File: src/rtl/ipc_pkg.sv
package ipc_pkg;
  typedef enum logic [2:0] {
    OP_NONE      = 3'd0,
    OP_ACCEPT    = 3'd1,
    OP_EOI       = 3'd2,
    OP_SET_LEVEL = 3'd3,
    OP_SET_IPI   = 3'd4,
    OP_POLL      = 3'd5
  } ipc_op_e;
endpackage

File: src/rtl/ipc_rst_sync.sv
module ipc_rst_sync (
  input  logic clk,
  input  logic rst_n,
  output logic rst_n_sync
);
  logic [1:0] stage_q;

  always_ff @(posedge clk or negedge rst_n) begin
    if (!rst_n) stage_q <= 2'b00;
    else        stage_q <= {stage_q[0], 1'b1};
  end

  assign rst_n_sync = stage_q[1];
endmodule

File: src/rtl/ipc_offer_eval.sv
module ipc_offer_eval #(
  parameter int SRC_W  = 24,
  parameter int PRIO_W = 8
) (
  input  logic [PRIO_W-1:0] offer_prio,
  input  logic [PRIO_W-1:0] cur_level,
  input  logic [SRC_W-1:0]  pend_src,
  input  logic [PRIO_W-1:0] pend_prio,
  input  logic              pend_ext,
  output logic              take,
  output logic              bump_rej
);
  logic occupied;
  logic blocked;

  always_comb begin
    occupied = (pend_src != '0);
    blocked  = (offer_prio >= cur_level) || (occupied && (pend_prio <= offer_prio));
    take     = !blocked;
    bump_rej = take && occupied && pend_ext;
  end
endmodule

File: src/rtl/ipc_ipi_eval.sv
module ipc_ipi_eval #(
  parameter int SRC_W  = 24,
  parameter int PRIO_W = 8
) (
  input  logic [PRIO_W-1:0] cand_ipi,
  input  logic [PRIO_W-1:0] cand_level,
  input  logic [SRC_W-1:0]  pend_src,
  input  logic [PRIO_W-1:0] pend_prio,
  input  logic              pend_ext,
  output logic              fire,
  output logic              bump_rej
);
  logic occupied;
  logic held_off;

  always_comb begin
    occupied = (pend_src != '0);
    held_off = occupied && (pend_prio <= cand_ipi);
    fire     = (cand_ipi < cand_level) && !held_off;
    bump_rej = fire && occupied && pend_ext;
  end
endmodule

File: src/rtl/ipc_pulse_reg.sv
module ipc_pulse_reg #(
  parameter int W = 24
) (
  input  logic         clk,
  input  logic         rst_n,
  input  logic         fire,
  input  logic [W-1:0] data,
  output logic         valid,
  output logic [W-1:0] data_q
);
  always_ff @(posedge clk or negedge rst_n) begin
    if (!rst_n) begin
      valid  <= 1'b0;
      data_q <= '0;
    end else begin
      valid <= fire;
      if (fire) data_q <= data;
    end
  end
endmodule

File: src/rtl/intr_presenter.sv
module intr_presenter #(
  parameter int SRC_W   = 24,
  parameter int PRIO_W  = 8,
  parameter int IPI_SRC = 2,
  localparam int WORD_W = PRIO_W + SRC_W
) (
  input  logic              clk,
  input  logic              rst_n,
  input  logic              cmd_valid,
  input  logic [2:0]        cmd_op,
  input  logic [WORD_W-1:0] cmd_data,
  input  logic              offer_valid,
  input  logic [SRC_W-1:0]  offer_src,
  input  logic [PRIO_W-1:0] offer_prio,
  output logic              irq_out,
  output logic              rej_valid,
  output logic [SRC_W-1:0]  rej_src,
  output logic              eoi_valid,
  output logic [SRC_W-1:0]  eoi_src,
  output logic              resend_req,
  output logic              rsp_valid,
  output logic [WORD_W-1:0] rsp_word,
  output logic [PRIO_W-1:0] rsp_ipi
);
  import ipc_pkg::*;

  localparam logic [PRIO_W-1:0] PRIO_NONE = '1;
  localparam logic [SRC_W-1:0]  IPI_NUM   = SRC_W'(IPI_SRC);
  localparam int                RSP_W     = WORD_W + PRIO_W;

  logic rst_n_int;

  logic [PRIO_W-1:0] cur_level_q, cur_level_d;
  logic [SRC_W-1:0]  pend_src_q,  pend_src_d;
  logic [PRIO_W-1:0] pend_prio_q, pend_prio_d;
  logic [PRIO_W-1:0] ipi_prio_q,  ipi_prio_d;
  logic              pend_ext_q,  pend_ext_d;
  logic              irq_q,       irq_d;
  logic              resend_q,    resend_d;
  logic              state_en;

  logic              rej_fire;
  logic [SRC_W-1:0]  rej_data;
  logic              eoi_fire;
  logic              rsp_fire;
  logic [RSP_W-1:0]  rsp_data;
  logic [RSP_W-1:0]  rsp_q;

  ipc_op_e           op;
  logic [PRIO_W-1:0] cand_level;
  logic [PRIO_W-1:0] cand_ipi;
  logic [PRIO_W-1:0] new_level;
  logic              offer_take, offer_bump;
  logic              ipi_fire,   ipi_bump;

  ipc_rst_sync u_rst (
    .clk        (clk),
    .rst_n      (rst_n),
    .rst_n_sync (rst_n_int)
  );

  // Candidate values the IPI check compares against
  always_comb begin
    op         = ipc_op_e'(cmd_op);
    new_level  = cmd_data[PRIO_W-1:0];
    cand_level = cur_level_q;
    cand_ipi   = ipi_prio_q;
    if (cmd_valid) begin
      if (op == OP_EOI)            cand_level = cmd_data[WORD_W-1:SRC_W];
      else if (op == OP_SET_LEVEL) cand_level = new_level;
      if (op == OP_SET_IPI)        cand_ipi   = cmd_data[PRIO_W-1:0];
    end
  end

  ipc_offer_eval #(.SRC_W(SRC_W), .PRIO_W(PRIO_W)) u_offer (
    .offer_prio (offer_prio),
    .cur_level  (cur_level_q),
    .pend_src   (pend_src_q),
    .pend_prio  (pend_prio_q),
    .pend_ext   (pend_ext_q),
    .take       (offer_take),
    .bump_rej   (offer_bump)
  );

  ipc_ipi_eval #(.SRC_W(SRC_W), .PRIO_W(PRIO_W)) u_ipi (
    .cand_ipi   (cand_ipi),
    .cand_level (cand_level),
    .pend_src   (pend_src_q),
    .pend_prio  (pend_prio_q),
    .pend_ext   (pend_ext_q),
    .fire       (ipi_fire),
    .bump_rej   (ipi_bump)
  );

  // Next-state logic
  always_comb begin
    cur_level_d = cur_level_q;
    pend_src_d  = pend_src_q;
    pend_prio_d = pend_prio_q;
    ipi_prio_d  = ipi_prio_q;
    pend_ext_d  = pend_ext_q;
    irq_d       = irq_q;
    resend_d    = 1'b0;
    rej_fire    = 1'b0;
    rej_data    = pend_src_q;
    eoi_fire    = 1'b0;
    rsp_fire    = 1'b0;
    rsp_data    = {cur_level_q, pend_src_q, ipi_prio_q};
    state_en    = cmd_valid || offer_valid;

    if (cmd_valid) begin
      case (op)
        OP_ACCEPT: begin
          rsp_fire    = 1'b1;
          cur_level_d = pend_prio_q;
          pend_src_d  = '0;
          pend_prio_d = PRIO_NONE;
          pend_ext_d  = 1'b0;
          irq_d       = 1'b0;
        end
        OP_POLL: begin
          rsp_fire = 1'b1;
        end
        OP_SET_IPI: begin
          ipi_prio_d = cand_ipi;
          if (ipi_fire) begin
            rej_fire    = ipi_bump;
            pend_src_d  = IPI_NUM;
            pend_prio_d = cand_ipi;
            pend_ext_d  = 1'b0;
            irq_d       = 1'b1;
          end
        end
        OP_SET_LEVEL: begin
          cur_level_d = new_level;
          if (new_level < cur_level_q) begin
            if ((pend_src_q != '0) && (new_level <= pend_prio_q)) begin
              rej_fire    = pend_ext_q;
              pend_src_d  = '0;
              pend_prio_d = PRIO_NONE;
              pend_ext_d  = 1'b0;
              irq_d       = 1'b0;
            end
          end else if (pend_src_q == '0) begin
            resend_d = 1'b1;
            if (ipi_fire) begin
              pend_src_d  = IPI_NUM;
              pend_prio_d = cand_ipi;
              pend_ext_d  = 1'b0;
              irq_d       = 1'b1;
            end
          end
        end
        OP_EOI: begin
          cur_level_d = cmd_data[WORD_W-1:SRC_W];
          eoi_fire    = 1'b1;
          if (pend_src_q == '0) begin
            resend_d = 1'b1;
            if (ipi_fire) begin
              pend_src_d  = IPI_NUM;
              pend_prio_d = cand_ipi;
              pend_ext_d  = 1'b0;
              irq_d       = 1'b1;
            end
          end
        end
        default: begin
        end
      endcase
    end else if (offer_valid) begin
      if (offer_take) begin
        rej_fire    = offer_bump;
        pend_src_d  = offer_src;
        pend_prio_d = offer_prio;
        pend_ext_d  = 1'b1;
        irq_d       = 1'b1;
      end else begin
        rej_fire = 1'b1;
        rej_data = offer_src;
      end
    end
  end

  // State registers
  always_ff @(posedge clk or negedge rst_n_int) begin
    if (!rst_n_int) begin
      cur_level_q <= '0;
      pend_src_q  <= '0;
      pend_prio_q <= PRIO_NONE;
      ipi_prio_q  <= PRIO_NONE;
      pend_ext_q  <= 1'b0;
      irq_q       <= 1'b0;
      resend_q    <= 1'b0;
    end else begin
      resend_q <= resend_d;
      if (state_en) begin
        cur_level_q <= cur_level_d;
        pend_src_q  <= pend_src_d;
        pend_prio_q <= pend_prio_d;
        ipi_prio_q  <= ipi_prio_d;
        pend_ext_q  <= pend_ext_d;
        irq_q       <= irq_d;
      end
    end
  end

  ipc_pulse_reg #(.W(SRC_W)) u_rej (
    .clk (clk), .rst_n (rst_n_int), .fire (rej_fire), .data (rej_data),
    .valid (rej_valid), .data_q (rej_src)
  );

  ipc_pulse_reg #(.W(SRC_W)) u_eoi (
    .clk (clk), .rst_n (rst_n_int), .fire (eoi_fire), .data (cmd_data[SRC_W-1:0]),
    .valid (eoi_valid), .data_q (eoi_src)
  );

  ipc_pulse_reg #(.W(RSP_W)) u_rsp (
    .clk (clk), .rst_n (rst_n_int), .fire (rsp_fire), .data (rsp_data),
    .valid (rsp_valid), .data_q (rsp_q)
  );

  assign rsp_word   = rsp_q[RSP_W-1:PRIO_W];
  assign rsp_ipi    = rsp_q[PRIO_W-1:0];
  assign irq_out    = irq_q;
  assign resend_req = resend_q;
endmodule

File: config.mk
export PLATFORM = sky130hd
export DESIGN_NAME = intr_presenter
export DESIGN_NICKNAME = d
export VERILOG_FILES = /design/src/rtl/ipc_pkg.sv /design/src/rtl/ipc_rst_sync.sv /design/src/rtl/ipc_offer_eval.sv /design/src/rtl/ipc_ipi_eval.sv /design/src/rtl/ipc_pulse_reg.sv /design/src/rtl/intr_presenter.sv
export SDC_FILE = /design/constraint.sdc
export NUM_CORES = 1
export LEC_CHECK = 0
export BUFFER_PORTS_ARGS = -buffer_cell sky130_fd_sc_hd__clkbuf_2
export CORE_UTILIZATION = 55
export DETAILED_ROUTE_END_ITERATION = 6
export PLACE_DENSITY = 0.78
export SETUP_SLACK_MARGIN = 0.4
export SYNTH_ARGS = -nofsm -noshare
export SYNTH_HDL_FRONTEND = slang
export SYNTH_SLANG_ARGS = --single-unit
File: constraint.sdc
create_clock -name clk -period 4.69 [get_ports clk]
set_clock_uncertainty 0.05 [all_clocks]
set_input_delay 0.2345 -clock clk [delete_from_list [all_inputs] [get_ports clk]]
set_output_delay 0.2345 -clock clk [all_outputs]
set_load 0.005 [all_outputs]
# [After elaboration in Yosys (flattened, before gate mapping)]
# Cells that the tools add are included.
[totals] register_bits=144 out_inout_bits=93
[classes] n_reduce_logical=20 n_lt_le_gt_ge=6 mux=53 n_eq_ne=8
[op_table] operator="24-bit 2-to-1 mux" n=10
[op_table] operator="8-bit 2-to-1 mux" n=12
[op_table] operator="24-bit one-hot mux with 4 select lines" n=1
[op_table] operator="8-bit one-hot mux with 4 select lines" n=1
[op_table] operator="8-bit <= comparator" n=3
[op_table] operator="24-bit logical NOT" n=1
[op_table] operator="1-bit 2-to-1 mux" n=24
[op_table] operator="8-bit one-hot mux with 3 select lines" n=1
[op_table] operator="24-bit nonzero test" n=1
[op_table] operator="8-bit < comparator" n=2
[op_table] operator="8-bit >= comparator" n=1
[op_table] operator="1-bit logical AND" n=8
[op_table] operator="1-bit one-hot mux with 4 select lines" n=2
[op_table] operator="3-bit by 2-bit == test with 1-bit output, second input constant" n=2
[op_table] operator="3-bit == test, second input constant" n=2
[op_table] operator="3-bit AND reduction" n=2
[op_table] operator="5-bit by 1-bit inequality test with 1-bit output, second input constant" n=1
[op_table] operator="5-bit AND reduction" n=1
[op_table] operator="4-bit by 3-bit inequality test with 1-bit output, second input constant" n=1
[op_table] operator="1-bit one-hot mux with 2 select lines" n=2
[op_table] operator="3-bit by 1-bit == test with 1-bit output, second input constant" n=1
[op_table] operator="3-bit nonzero test" n=1
[op_table] operator="1-bit logical NOT" n=2
[op_table] operator="1-bit logical OR" n=2
[op_table] operator="3 further kinds" n=3

# [Depth between registers and ports, before layout]
# Gate-level depths: netlist of run 1.
[depth] depth_word=12 depth_mapped=15

# [Hierarchy]
# A second synthesis of run 1 with hierarchy kept.
[hier_totals] cells_unflattened=781 hier_area_um2=8623.3
[modules_own_cells] mod="intr_presenter" cells_each=461 instances=1 seq_area_each_um2=1296.2 area_per_inst_um2=4018.9
[modules_own_cells] mod="ipc_pulse_reg at u_eoi ..." cells_each=52 instances=2 seq_area_each_um2=625.6 area_per_inst_um2=1022.2
[modules_own_cells] mod="ipc_pulse_reg at u_rsp" cells_each=85 instances=1 seq_area_each_um2=1026.0 area_per_inst_um2=1521.5
[modules_own_cells] mod="ipc_offer_eval" cells_each=65 instances=1 seq_area_each_um2=0.0 area_per_inst_um2=500.5
[modules_own_cells] mod="ipc_ipi_eval" cells_each=63 instances=1 seq_area_each_um2=0.0 area_per_inst_um2=484.2
[modules_own_cells] mod="ipc_rst_sync" cells_each=3 instances=1 seq_area_each_um2=50.0 area_per_inst_um2=53.8

# [Least setup slack after synthesis of run 1]
# No wires, ideal clock.
[synth_timing] path_type="input port to flip-flop" startpoint="in cmd_op[0]" endpoint="reg pend_src_q[10]" setup_slack_ns=1.133 stages=15 n_path_buf=3 t_arrival_ns=3.441 cell_sequence="nand4bb_1 -> buf_4 -> clkbuf_1 -> mux2_2 -> inv_1 -> ha_1 -> nor2b_1 -> o311ai_0 -> mux2i_1 -> nor4b_1 -> o31a_1 -> o22ai_1 -> o21ai_1 -> buf_2 -> a22o_1"
[synth_via] elab_chain_len=12 word_cells_on_any_way=22 cone_classes="order compare: 2; eq/ne: 6; mux: 10; reduce/logical: 4"
[synth_rtl] element="start: declaration" line="intr_presenter.sv:10" rtl="input logic [2:0] cmd_op,"
[synth_rtl] element="3-bit == test (*)" line="intr_presenter.sv:71" rtl="if (op == OP_SET_IPI) cand_ipi = cmd_data[PRIO_W-1:0];"
[synth_rtl] element="8-bit 2-to-1 mux (*)" line="intr_presenter.sv:71"
[synth_rtl] element="8-bit 2-to-1 mux (*)" line="intr_presenter.sv:68" rtl="if (cmd_valid) begin"
[synth_rtl] element="named net cand_ipi[1]" line="intr_presenter.sv:51" rtl="logic [PRIO_W-1:0] cand_ipi;"
[synth_rtl] element="8-bit <= comparator" line="ipc_ipi_eval.sv:18" rtl="held_off = occupied && (pend_prio <= cand_ipi);"
[synth_rtl] element="1-bit logical AND" line="ipc_ipi_eval.sv:18"
[synth_rtl] element="1-bit logical NOT" line="ipc_ipi_eval.sv:19" rtl="fire = (cand_ipi < cand_level) && !held_off;"
[synth_rtl] element="1-bit logical AND (*)" line="ipc_ipi_eval.sv:19"
[synth_rtl] element="24-bit 2-to-1 mux (*)"
[synth_rtl] element="24-bit 2-to-1 mux (2 in series)"
[synth_rtl] element="24-bit one-hot mux with 4 select lines (*)" line="intr_presenter.sv:112" rtl="case (op)"
[synth_rtl] element="24-bit 2-to-1 mux (*)" line="intr_presenter.sv:111" rtl="if (cmd_valid) begin"
[synth_rtl] element="end signal: assignment" line="intr_presenter.sv:198" rtl="pend_src_q <= pend_src_d;"
[synth_rtl] element="end: declaration" line="intr_presenter.sv:34" rtl="logic [SRC_W-1:0] pend_src_q, pend_src_d;"
# Mark *: on every way through the listed nets, which the timed path passes. The rest lies on a longest branch.
# A chain may end at the register's enable or synchronous reset.

# [Final worst setup path of run 1]
[layout_timing] startpoint="in cmd_valid" endpoint="reg u_rej.data_q[9]"
[layout_via] elab_chain_len=10 word_cells_on_any_way=13 cone_classes="order compare: 2; mux: 6; reduce/logical: 5"
[layout_rtl] element="start: declaration" line="intr_presenter.sv:9" rtl="input logic cmd_valid,"
[layout_rtl] element="8-bit 2-to-1 mux (*)" line="intr_presenter.sv:68"
[layout_rtl] element="named net cand_ipi[4]" line="intr_presenter.sv:51"
[layout_rtl] element="8-bit <= comparator" line="ipc_ipi_eval.sv:18"
[layout_rtl] element="1-bit logical AND" line="ipc_ipi_eval.sv:18"
[layout_rtl] element="1-bit logical NOT" line="ipc_ipi_eval.sv:19"
[layout_rtl] element="1-bit logical AND (*)" line="ipc_ipi_eval.sv:19"
[layout_rtl] element="1-bit logical AND (2 in series)" line="ipc_ipi_eval.sv:20" rtl="bump_rej = fire && occupied && pend_ext;"
[layout_rtl] element="1-bit 2-to-1 mux (*)" line="intr_presenter.sv:126" rtl="if (ipi_fire) begin"
[layout_rtl] element="1-bit one-hot mux with 2 select lines (*)" line="intr_presenter.sv:112"
[layout_rtl] element="1-bit 2-to-1 mux (*)" line="intr_presenter.sv:111"
[layout_rtl] element="end signal: assignment" line="ipc_pulse_reg.sv:17" rtl="if (fire) data_q <= data;"
[layout_rtl] element="end: declaration" line="ipc_pulse_reg.sv:9" rtl="output logic [W-1:0] data_q"
# Marked as above.

==> results of run 1 <==
[logic make-up after synthesis]
family          Yosys count  share of synthesized area [%]
fa+ha+maj                44                           7.40
compound gates          183                           17.8
mux                      82                           12.3
buf+inv                  73                           4.09
other cells               1                         0.0504
flops                   144                           48.7
xor+xnor                  1                          0.118
simple gates            158                           9.55
[per-stage QoR]
stage          cell area, µm²  std cells  util, %
3_5_place_dp             8450       1005     64.1
4_1_cts                  9270       1061     70.3
5_1_grt                  9270       1061     70.3
3_3_place_gp             8450       1005     64.1
6_report                 9270       1061     70.3
2_1_floorplan            7440        686        -
[cells in the mapped netlist (all sizes together), types with 9 or more instances]
master	instances	area share, %
dfrtp	128	43
clkbuf	20	1.0
nand2	58	2.9
inv	41	2.1
a21oi	53	3.7
a22o	23	2.7
buf	12	1.0
nor2	57	2.9
mux2i	12	1.7
ha	44	7.4
nand3	9	0.61
dfstp	16	5.7
mux2	70	11
o21ai	35	2.4
a22oi	25	3.8
[worst paths after layout]
check	end	cells past startpoint	slack (ns)
min	pend_src_q[13]	2	0.01
max reg2reg	pend_src_q[10]	12	1.13
min reg2reg	u_eoi.data_q[16]	0	0.22
max in group asynchronous	u_rsp.data_q[21]	1	3.44
min in group asynchronous	u_rst.stage_q[1]	2	0.07
max	u_rej.data_q[9]	11	0.92
[cell type report]
type / instances / share of cell area, %
clock buffers: 19 / 4.89
clock inverters: 13 / 1.32
multi-input cells: 469 / 38.1
inverters: 41 / 1.66
well taps: 176 / 2.38
flip-flops and latches: 144 / 39.1
repair buffers: 199 / 12.5
[registers in the layout, summed over array words and instances, names as in the netlist, 2 cells and up]
signal,flops
u_rsp.data_q,40
cur_level_q,8
ipi_prio_q,8
u_eoi.data_q,24
pend_src_q,24
u_rst.stage_q,2
u_rej.data_q,24
pend_prio_q,8
[worst register-to-register path, cell delays in order (launching register included)]
cell                        delay, ns
sky130_fd_sc_hd__dfrtp_1         0.40
sky130_fd_sc_hd__inv_1           0.13
sky130_fd_sc_hd__ha_1            0.26
sky130_fd_sc_hd__a21o_1          0.18
sky130_fd_sc_hd__a211o_1         0.29
sky130_fd_sc_hd__a41oi_1         0.17
sky130_fd_sc_hd__o21bai_1        0.26
sky130_fd_sc_hd__nor3b_2         0.26
sky130_fd_sc_hd__a2bb2oi_1       0.66
sky130_fd_sc_hd__buf_4           0.27
sky130_fd_sc_hd__o21ai_2         0.06
sky130_fd_sc_hd__buf_4           0.22
sky130_fd_sc_hd__a22o_1          0.23
[routing by layer]
metal	up-vias	track usage [%]	part of all wire, %
met1	3125	39.9	42
met4	0	15.8	3.1
li1	2853	-	-
met2	280	49.5	47
met5	-	0	0
met3	53	7.09	7.4
[power groups by stage]
stage / clock, mW / sequential [mW] / combinational [mW]
floorplan: 0 / 2.10 / 1.21
global placement: 0 / 2.17 / 1.87
detailed placement: 0 / 2.19 / 1.95
CTS: 1.32 / 2.18 / 1.99
global route: 1.37 / 2.24 / 2.21
finish: 1.31 / 2.19 / 2.00
==> results by stage, run 1 <==
Outcome:
- The run finished with clean final reports.

Clock tree:
- The number of sinks handled by clock tree synthesis is 144.
- The total of hold buffers inserted after clock tree synthesis is 24.
- TritonCTS built the clock tree.
- The clock passes through at most 2 buffers.
- The H-tree was split into 4 levels.
- Post-CTS timing repair inserted 0 buffers for setup.
- At the later pin of the worst-skew pair, clock insertion delay measures 0.43 ns.
- Clock tree synthesis inserted a total of 17 buffers.
- CTS placed an instance of sky130_fd_sc_hd__clkbuf_16 at the clock tree root.
- The number of gates resized after CTS was 0.
- The post-CTS clock slew at the launch and capture registers of the worst setup and hold paths is 0.07 ns.

STA:
- Once routing completed, OpenROAD measured the worst setup slack at 0.918 ns.
- Dividing the final minimum period by the clock period gives 80.4%.
- The final hold slack is 0.0115 ns.
- The highest achievable clock rate is 265 MHz.
- For the pin with the worst max-slew slack, the measured transition is 1.22 ns.
- The final number of setup-violating endpoints is 0.
- Setup repair after global routing left no endpoint under its margin.
- The final hold violation count is 0.
- In the final timing run, aggregate negative setup slack is 0 ns.
- The worst path in the final design needs a cycle of 3.77 ns, including I/O delays and setup.
- The max-slew violation total from the final report came to 0.
- Measured against its own limit, the worst slew margin works out to 18.5%.

Floorplan:
- The row count is 42.
- For this configuration, the core starts out at a cell density of 56.4%.
- From bottom edge to top edge, the die measures 118 µm.
- The overall die area is 14,000 µm².
- The top-level port count is 164.
- The width of the die is 118 µm.
- The area of the core region is 13,200 µm².

Global routing:
- For this run the aggregate overflow at the end of global routing stands at 0.
- Entering global routing, the biggest net connects 111 pins.
- The total global-route track usage is 31.1%.
- The via count of the first global-routing pass is 6,467.
- The wire length of the first global-routing pass is 33,300 µm.
- The number of antenna violations at the first check in global routing is 0.

Power:
- The switching share of power is 37.6%.
- The maximum resistive drop on vdd is 0.000337 V.
- Combinational logic burns 36.4% of the power.
- The static power due to leakage is 4.61 nW.
- The internal portion of the total power is 3.43 mW.
- Summing internal, switching and leakage power gives 5.50 mW.
- In this run the power density over the cells is 594 nW/µm².
- In this run the power spent charging and discharging nets is 2.07 mW.
- The register share of total power is 39.8%.
- The part of the power in the clock network is 23.8%.

Setup path:
- The top cell family by delay on the critical path is compound AO/OA/AOI/OAI gates.
- The startpoint type of the worst setup path is an input port.
- Along the worst path, the maximum fanout reaches 25.
- The slowest stage cell on the critical path is sky130_fd_sc_hd__a211o_2.
- The beginning of the worst register-to-register path is cur_level_q[4].
- Data on the critical path arrives at its endpoint at 3.98 ns.
- The number of buffers and inverters on the critical path is 1.
- Walking the worst path, the cells encountered are clkbuf_2, nand4bb_1, mux2_2, ha_1, and4_1, a221o_1, nor2_1, or4b_4, a211o_2, a22oi_2, a21oi_1.
- Tracing the worst setup path back leads to its startpoint at cmd_valid.
- The critical path endpoint category is a register.
- For this run, the slowest stage of the critical path takes 0.57 ns.
- STA puts the critical path data required time at 4.90 ns.
- The category of the critical setup timing path is input port to register.

Min path:
- In this run the worst hold path is classified as input port to register.
- The startpoint of the lowest-slack hold path is offer_src[13].

Synth:
- The synthesized cell area is 7440 µm².
- The mean area per synthesized cell is 10.8 µm².
- Among all flip-flop cells after synthesis, the most frequent one is sky130_fd_sc_hd__dfrtp_1.
- Of all flip-flops after synthesis, the portion carrying an async set or reset was 100%.
- Counting every net in the synthesized netlist gives 801.
- The register bit count reported by yosys is 144.
- The yosys synthesis warning count is 0.
- The part of the Yosys area used for sequential elements is 48.7%.
- The number of standard cells after synthesis is 686.
- The number of distinct library cells after synthesis is 62.
- The number of synthesized flops with an enable pin is 0.

Finish:
- The number of antenna diodes in the final layout is 0.
- For this run, the post-layout net count is 987.
- The total area of multi-input combinational cells is 3530 µm².
- The most common library cell in the layout ignoring fill and taps is sky130_fd_sc_hd__clkbuf_2.
- The fraction of final layout cells with drive strength greater than 1 is 36.6%.
- The layout overhead on the synthesized area is 24.6%.
- In the layout the commonest cells are 163 x sky130_fd_sc_hd__clkbuf_2, 127 x sky130_fd_sc_hd__dfrtp_1, 69 x sky130_fd_sc_hd__mux2_2.
- In the final layout, flip-flops and latches occupy 3630 µm².
- The count of filler cells inserted in the layout is 976.

Placed design:
- The count of buffers from port buffering is 163.
- At the end of routability-driven placement, the weighted congestion stood at 0.925.
- The placed wire-length estimate is 14,600 µm.
- Timing analysis after detailed placement gives a worst setup slack of 0.555 ns.

Detailed routing:
- After detailed routing, the number of remaining DRC violations is 0.
- The average routed wire per standard cell is 19.6 µm.
- The post-route antenna net violation count is 0.
- The first detailed-routing pass ran for 5 iterations.
- The detailed router finished its first iteration with 487 violations.
- The detailed router placed 6,311 vias in this run.
- In the routed layout, each cell is associated on average with a via count of 5.95.
- The routed wire length is 20,800 µm.

Flow run:
- The max-capacitance violation count is 0.
No activity file was read; power rests on OpenSTA's default activity.
==> run 2: changes to the inputs <==
- ABC_AREA: unset -> 1
- CORE_UTILIZATION: 55 -> 50
- PLACE_DENSITY: 0.78 -> 0.74
- clock period: 4.69 -> 3.3 ns (I/O delays scaled with it)
==> results by stage, run 2 <==
Outcome:
- The flow ran to the end, but the final reports show violations.
- The checks that failed: DRC.

STA:
- Dividing the final minimum period by the clock period gives 82.9%.
- The final hold violation count is 0 (unchanged).
- The accumulated negative setup slack came to 0 ns (unchanged).
- The final number of setup-violating endpoints is 0 (unchanged).
- The headroom to the max-slew limit is 32.5% (+14 points).
- The transition at the pin with the smallest max-transition slack is 1.01 ns (-0.209 ns).
- Setup repair after global routing left no endpoint under its margin.
- Based on the critical path, the design can be clocked at up to 366 MHz.
- The max-slew violation total from the final report was 0 (unchanged).
- The time the worst path needs with I/O delays and setup is 2.73 ns.

Global routing:
- The total congestion overflow after global routing is 0 (unchanged).
- The via count of the first global-routing pass is 6,956 (+7.6%).
- The number of antenna violations at the first check in global routing is 0 (unchanged).
- The wire length of the first global-routing pass was 35,200 µm (+5.9%).
- The total global-route track usage is 28.6% (-2.5 points).
- The largest net degree at the start of global routing is 97 (-13%).

Setup path:
- The data arrival time of the critical path was 2.98 ns (-1.00 ns).
- The slowest stage of the critical path belongs to the cell sky130_fd_sc_hd__o21ai_0.
- The category of the critical setup timing path is register to register.
- Traced cell by cell, the critical path runs through o21ai_0, inv_1, ha_1, a21o_1, a221oi_2, inv_1, a21oi_4, nand2_2, o21ai_2, nand2_2, buf_4, nand3_1, nand2_1.
- The terminus of the critical flop-to-flop path is u_rej.data_q[16].
- The required time of the worst setup path is 3.55 ns (-1.35 ns).
- The critical path endpoint category is a register.
- The worst reg-to-reg setup slack is 0.57 ns (-0.56 ns).
- The largest driver fanout on the critical path is 24 (-4.0%).
- The depth of the worst register-to-register path is 13 (+1).
- The delay of the slowest critical-path stage came to 0.44 ns (-0.13 ns).
- The startpoint type of the worst setup path is a register.
- The worst register-to-register path begins at ipi_prio_q[4].

Finish:
- The number of nets in the finished design is 1,283 (+30%).
- The count of filler cells inserted in the layout is 1,259 (+29%).
- The top register by number of flip-flops is u_rsp.data_q.
- The fraction of final layout cells with drive strength greater than 1 is 21.3% (-15 points).
- From synthesis to final layout, the design area changed by 27.5%.
- In the layout the commonest cells are 287 x sky130_fd_sc_hd__nand2_1, 163 x sky130_fd_sc_hd__clkbuf_2, 127 x sky130_fd_sc_hd__o21ai_0, 127 x sky130_fd_sc_hd__dfrtp_1, 119 x sky130_fd_sc_hd__inv_1.
- The total inserted antenna cells is 0 (unchanged).
- The number of flip-flops in the largest register is 40 (unchanged).
- The most common library cell in the layout ignoring fill and taps is sky130_fd_sc_hd__nand2_1.
- The end-of-flow core utilization came to 66.1% (-4.1 points).

Floorplan:
- The row count is 44 (+4.8%).
- The effective utilization at floorplan is 51.9% (-4.5 points).
- The area of the core region is 14,700 µm² (+11%).
- The overall die area was 15,700 µm² (+13%).
- The die extent in y was 125 µm (+6.1%).
- The top-level port count came to 164 (unchanged).
- The width of the die was 125 µm (+6.1%).

Clock tree:
- The number of clock buffers inserted by TritonCTS is 17 (unchanged).
- TritonCTS built the clock tree.
- The insertion delay of the later-clocked pin in the worst-skew pair was 0.42 ns (about the same).
- The H-tree level count is 4 (unchanged).
- The number of sinks handled by clock tree synthesis came to 144 (unchanged).
- The post-CTS clock slew at the launch and capture registers of the worst setup and hold paths is 0.06 ns (about the same).
- The root cell of the clock tree is sky130_fd_sc_hd__clkbuf_16.
- The maximum count of clock buffers along a single path is 2 (unchanged).

Synth:
- Ranked by instance count, the synthesized netlist is headed by 288 x sky130_fd_sc_hd__nand2_1, 131 x sky130_fd_sc_hd__o21ai_0, 128 x sky130_fd_sc_hd__dfrtp_1, 119 x sky130_fd_sc_hd__inv_1, 77 x sky130_fd_sc_hd__nand3_1.
- The area share of the largest cell type after synthesis is 42.0% (-1.1 points).
- The number of standard cells after synthesis is 968 (+41%).
- The number of distinct library cells after synthesis is 34 (-45%).
- The register bit count reported by yosys is 144 (unchanged).
- The yosys synthesis warning count came to 0 (unchanged).
- The part of the Yosys area used for sequential elements is 47.5% (-1.2 points).
- The mean area per synthesized cell is 7.88 µm² (-27%).
- The biggest area consumer among synthesized cells is sky130_fd_sc_hd__dfrtp_1.
- For this run, the leading register cell type out of synthesis is sky130_fd_sc_hd__dfrtp_1.
- The synthesized net count is 1,083 (+35%).
- After synthesis, the cell types taking the most area are sky130_fd_sc_hd__dfrtp_1 42%, sky130_fd_sc_hd__nand2_1 14%, sky130_fd_sc_hd__o21ai_0 8.6%, sky130_fd_sc_hd__ha_1 7.2%, sky130_fd_sc_hd__inv_1 5.9%.
- Yosys instantiated no cell more often than sky130_fd_sc_hd__nand2_1.
- The number of synthesized flops with an enable pin is 0 (unchanged).
- The synthesized cell area is 7620 µm² (+2.5%).
- The share of flip-flops with an asynchronous set or reset after synthesis is 100% (unchanged).

Power:
- The register share of total power is 37.2% (-2.6 points).
- The combinational group share of total power is 33.7% (-2.7 points).
- The static power due to leakage came to 5.22 nW (+13%).
- The total power per unit cell area is 731 nW/µm² (+23%).
- The power dissipated by switching net loads is 2.51 mW (+21%).
- The maximum resistive drop on vdd was 0.000432 V (+28%).
- The switching share of power is 35.4% (-2.2 points).
- The part of the power in the clock network is 29.1% (+5.3 points).
- The internal power of the cells is 4.59 mW (+34%).

Detailed routing:
- The total via count in the routed design came to 7,291 (+16%).
- The average routed wire per standard cell is 15.8 µm (-20%).
- The remaining routing DRC violations is 12 (+12).
- The post-route antenna net violation count is 0 (unchanged).
- The number of search-and-repair iterations in the first detailed-routing pass is 7 (+2).
- The number of design-rule violations left by the first detailed-router iteration was 651 (+34%).
- The via density per instance was 5.34 (-10%).
- The routed wire length was 21,500 µm (+3.4%).

Flow run:
- The max-capacitance violation count was 0 (unchanged).

Min path:
- The class of the most critical hold timing path is input port to asynchronous set/reset pin.

Placed design:
- The final RePlAce weighted congestion came to 0.972 (+5.0%).
- The placed wire-length estimate came to 15,100 µm (+3.8%).
- The count of buffers from port buffering was 163 (unchanged).
## run 2: cell types whose count changed in the layout (fill, tap and decap cells not counted), moves of 19 or more
| cell | change |
|---|---|
| sky130_fd_sc_hd__a22o_1 | -23 |
| sky130_fd_sc_hd__a22oi_2 | -19 |
| sky130_fd_sc_hd__inv_1 | +78 |
| sky130_fd_sc_hd__mux2_2 | -69 |
| sky130_fd_sc_hd__nand2_1 | +229 |
| sky130_fd_sc_hd__nand3_1 | +68 |
| sky130_fd_sc_hd__nor2_1 | -31 |
| sky130_fd_sc_hd__o21ai_0 | +95 |
## run 2: logic make-up after synthesis
family          count (synthesis)  synth area share [%]
simple gates                  420                  23.2
compound gates                194                  13.5
buf+inv                       165                  8.58
flops                         144                  47.5
fa+ha+maj                      44                  7.22
other cells                     1                0.0492
## run 2: power by group through the flow
stage               clock [mW]  sequential, mW  combinational, mW
floorplan                    0            2.61               1.38
global placement             0            2.65               2.25
detailed placement           0            2.66               2.31
CTS                       2.09            2.64               2.37
global route              2.17            2.70               2.72
finish                    2.07            2.64               2.40
## run 2: per-stage QoR
step                cells  instance area [µm²]  hold slack [ns]  power, mW  setup slack [ns]
floorplan             968                 7630           -0.181       3.99             0.461
global placement     1295                 8690          -0.0966       4.90             0.177
detailed placement   1295                 8690          -0.0945       4.97            0.0898
CTS                  1365                 9700          0.00322       7.09             0.461
global route         1365                 9720           0.0154       7.60             0.398
finish               1365                 9720           0.0132       7.10             0.566
## run 2: worst max path at each step
stage / start / endpoint / slack [ns] / cells after the start
floorplan: cmd_op[0] / u_rej.data_q[10] / 0.46 / 19
global placement: cmd_op[2] / u_rej.data_q[2] / 0.18 / 18
detailed placement: cmd_op[2] / u_rej.data_q[2] / 0.09 / 18
CTS: ipi_prio_q[7] / u_rej.data_q[16] / 0.46 / 14
global route: pend_prio_q[1] / pend_src_q[7] / 0.40 / 15
finish: ipi_prio_q[4] / u_rej.data_q[16] / 0.57 / 13
## run 2: timing repair
action	4_1_cts	5_1_grt
hold buffers	38	0
gates resized for setup	0	10
buffers inserted	0	0
hold endpoints to repair	39	0
endpoints found under the setup margin	0	59
## run 2: metal layers
metal | track usage [%] | wire (µm) | vias to the layer above | share of wire, %
li1 | - | - | 3537 | -
met1 | 40.5 | 9800 | 3406 | 46
met2 | 43.8 | 9610 | 310 | 45
met3 | 5.78 | 1660 | 38 | 7.7
met4 | 9.33 | 451 | 0 | 2.1
met5 | 0 | 0 | - | 0
## run 2: cell type report
cell class	instances	area, µm²	area share (%)
inverters	125	472	4.85
repair buffers	221	1400	14.4
well taps	184	230	2.37
multi-input cells	659	3360	34.6
clock buffers	22	444	4.57
clock inverters	10	185	1.91
flip-flops and latches	144	3630	37.3
## run 2: critical path: cells and delay by family, from the launching register on
family	cells	cell delay [ns]
flip-flops	1	0.37
buffers and inverters	3	0.44
adder cells (fa/ha/maj)	1	0.21
AND/OR/NAND/NOR	4	0.38
AO/OA/AOI/OAI	5	1.16
==> run 3: changes to the inputs <==
- CORE_UTILIZATION: 50 -> 55
- PLACE_DENSITY: 0.74 -> 0.77
- clock period: 3.3 -> 2.7 ns (I/O delays scaled with it)
==> results by stage, run 3 (synthesis results as in run 2) <==
Outcome:
- The run finished, with violations left.
- The checks that failed: hold timing.

Placed design:
- The count of buffers from port buffering is 163 (unchanged).
- The final RePlAce weighted congestion is 0.989 (+1.8%).
- The post-placement setup slack was -0.172 ns (-0.261 ns).
- The placed wire-length estimate is 15,600 µm (+3.0%).
- The number of placed cells counting well taps is 1,333 (+2.9%).

Setup path:
- The data arrival time of the critical path is 2.87 ns (-0.11 ns).
- The worst setup path is launched from a register.
- The required time of the worst setup path is 3.01 ns (-0.54 ns).
- The depth of the worst register-to-register path came to 14 (+1).
- In this run the critical register-to-register path is launched from pend_prio_q[3].
- The largest driver fanout on the critical path is 10 (-58%).
- The worst register-to-register path ends at pend_src_q[19].
- The category of the critical setup timing path is register to register.
- The worst reg-to-reg setup slack came to 0.14 ns (-0.43 ns).
- The worst setup path is captured at a register.

Finish:
- The register with the most flip-flops in the final layout is u_rsp.data_q.
- The total inserted antenna cells is 0 (unchanged).
- The library cells used most frequently in the layout, excluding fill and tap cells, are 275 x sky130_fd_sc_hd__nand2_1, 163 x sky130_fd_sc_hd__clkbuf_2, 127 x sky130_fd_sc_hd__dfrtp_1.
- The layout overhead on the synthesized area is 46.1%.
- The non-filler instance count after layout is 1,434 (+5.1%).
- The end-of-flow core utilization is 83.1% (+17 points).
- The most common library cell in the layout ignoring fill and taps is sky130_fd_sc_hd__nand2_1.
- The number of nets in the finished design is 1,360 (+6.0%).
- The fraction of final layout cells with drive strength greater than 1 is 35.6% (+14 points).
- The number of flip-flops in the largest register came to 40 (unchanged).

STA:
- The final hold slack came to -0.0113 ns (-0.0245 ns).
- The highest achievable clock rate is 390 MHz (+6.6%).
- The transition at the pin with the smallest max-transition slack is 0.843 ns (-0.169 ns).
- The final period utilization was 95.0% (+12 points).
- The final worst setup slack is 0.135 ns (-0.431 ns).
- The final number of setup-violating endpoints is 0 (unchanged).
- Setup repair after global routing could not meet its margin everywhere.
- The max-slew violation total from the final report came to 0 (unchanged).
- The headroom to the max-slew limit is 43.8% (+11 points).
- The time the worst path needs with I/O delays and setup was 2.56 ns (-0.169 ns).
- The final hold violation count came to 1 (+1).

Clock tree:
- CTS placed an instance of sky130_fd_sc_hd__clkbuf_16 at the clock tree root.
- The maximum count of clock buffers along a single path is 2 (unchanged).
- The post-CTS clock slew at the launch and capture registers of the worst setup and hold paths is 0.07 ns (about the same).
- TritonCTS built the clock tree.
- The insertion delay of the later-clocked pin in the worst-skew pair is 0.44 ns (+0.02 ns).
- The number of clock buffers inserted by TritonCTS came to 17 (unchanged).
- The number of sinks handled by clock tree synthesis is 144 (unchanged).
- The H-tree level count is 4 (unchanged).

Detailed routing:
- The via density per instance is 5.78 (+8.2%).
- The post-route antenna net violation count came to 0 (unchanged).
- The total via count in the routed design is 8,285 (+14%).
- The average routed wire per standard cell is 18.4 µm (+16%).
- The number of design-rule violations left by the first detailed-router iteration is 947 (+45%).
- The number of search-and-repair iterations in the first detailed-routing pass is 6 (-1).
- The remaining routing DRC violations came to 0 (-12).
- The routed wire length was 26,300 µm (+22%).

Floorplan:
- The width of the die is 120 µm (-4.6%).
- The overall die area was 14,300 µm² (-9.0%).
- The row count is 42 (-4.5%).
- The die extent in y came to 120 µm (-4.6%).
- The area of the core region is 13,400 µm² (-8.8%).
- The effective utilization at floorplan is 56.9% (+5.0 points).
- The top-level port count is 164 (unchanged).

Power:
- The maximum resistive drop on vdd is 0.000525 V (+22%).
- The static power due to leakage is 5.72 nW (+9.7%).
- The total power per unit cell area is 866 nW/µm² (+18%).

Min path:
- In this run the most critical hold path is launched from offer_prio[2].
- Along the worst hold path, the cell count comes to 5.
- The worst hold path terminates at pend_prio_q[2].
- The min-delay analysis places its worst path in the category input port to register.

Global routing:
- The number of antenna violations at the first check in global routing came to 0 (unchanged).
- The wire length of the first global-routing pass is 36,200 µm (+2.7%).
- The via count of the first global-routing pass is 7,274 (+4.6%).
- The largest net degree at the start of global routing was 74 (-24%).
- The total congestion overflow after global routing is 0 (unchanged).
- The total global-route track usage is 32.5% (+4.0 points).

Flow run:
- The max-capacitance violation count is 0 (unchanged).
==> run 3: cell type report <==
| cell class | count | area [µm²] |
|---|---|---|
| tap | 176 | 220 |
| timing repair buffer | 297 | 2170 |
| clock inverter | 14 | 108 |
| fill | 794 | 2260 |
| multi-input combinational | 659 | 4090 |
| inverter | 125 | 479 |
| sequential | 144 | 3630 |
| timing repair inverter | 1 | 11.3 |
| clock buffer | 18 | 429 |
==> run 3: report_power, final <==
group	internal (mW)	leakage, nW	switching [mW]	total, mW
sequential	2.79	1.85	0.474	3.27
clock	1.19	0.263	1.01	2.19
combinational	1.83	3.62	2.36	4.19
==> run 3: metrics by stage <==
stage | setup TNS, ns | hold slack, ns | power, mW | instance area, µm²
floorplan | 0 | -0.211 | 4.97 | 7800
global placement | -4.67 | -0.125 | 6.25 | 9200
detailed placement | -7.54 | -0.125 | 6.34 | 9200
CTS | 0 | 0.00451 | 8.72 | 10300
global route | 0 | 0.0379 | 10.1 | 11100
finish | 0 | -0.0113 | 9.64 | 11100
==> run 3: how the worst max path moves through the flow <==
stage	start	end	slack [ns]	cells after the start
3_3_place_gp	cmd_op[2]	u_rej.data_q[3]	-0.11	18
2_1_floorplan	cmd_op[0]	u_rej.data_q[10]	0.06	20
5_1_grt	cur_level_q[1]	u_rej.data_q[19]	0.003	16
4_1_cts	ipi_prio_q[5]	u_rej.data_q[12]	0.22	13
3_5_place_dp	cmd_op[2]	u_rej.data_q[1]	-0.17	18
6_report	pend_prio_q[3]	pend_src_q[19]	0.14	14
==> run 3: per-layer routing <==
layer  up-vias  share of wire (%)  GRT usage [%]
met3       113                8.8           6.65
li1       3698                  -              -
met1      3942                 41           45.0
met5         -                  0              0
met2       532                 46           50.8
met4         0                4.1           11.7
==> run 3: worst max-delay path: stages (launching register included) <==
cell and delay [ns]:
sky130_fd_sc_hd__dfstp_2 0.54, sky130_fd_sc_hd__inv_1 0.08, sky130_fd_sc_hd__ha_4 0.29, sky130_fd_sc_hd__nand2_2 0.06, sky130_fd_sc_hd__o21ai_2 0.15, sky130_fd_sc_hd__nand3_1 0.10
sky130_fd_sc_hd__o211ai_1 0.13, sky130_fd_sc_hd__o21ai_2 0.13, sky130_fd_sc_hd__nand2_1 0.13, sky130_fd_sc_hd__nand2_2 0.09, sky130_fd_sc_hd__buf_4 0.15, sky130_fd_sc_hd__nand3_4 0.19
sky130_fd_sc_hd__clkbuf_16 0.22, sky130_fd_sc_hd__nand3_2 0.08, sky130_fd_sc_hd__o21ai_1 0.11
==> run 3: repair_timing <==
item                       in CTS  in global routing
setup endpoints to repair      59                 59
resized for setup              39                121
gates cloned                    1                  7
hold endpoints to repair       43                  0
setup buffers                   2                 16
hold buffers                   43                  0
pin swaps                       9                 38
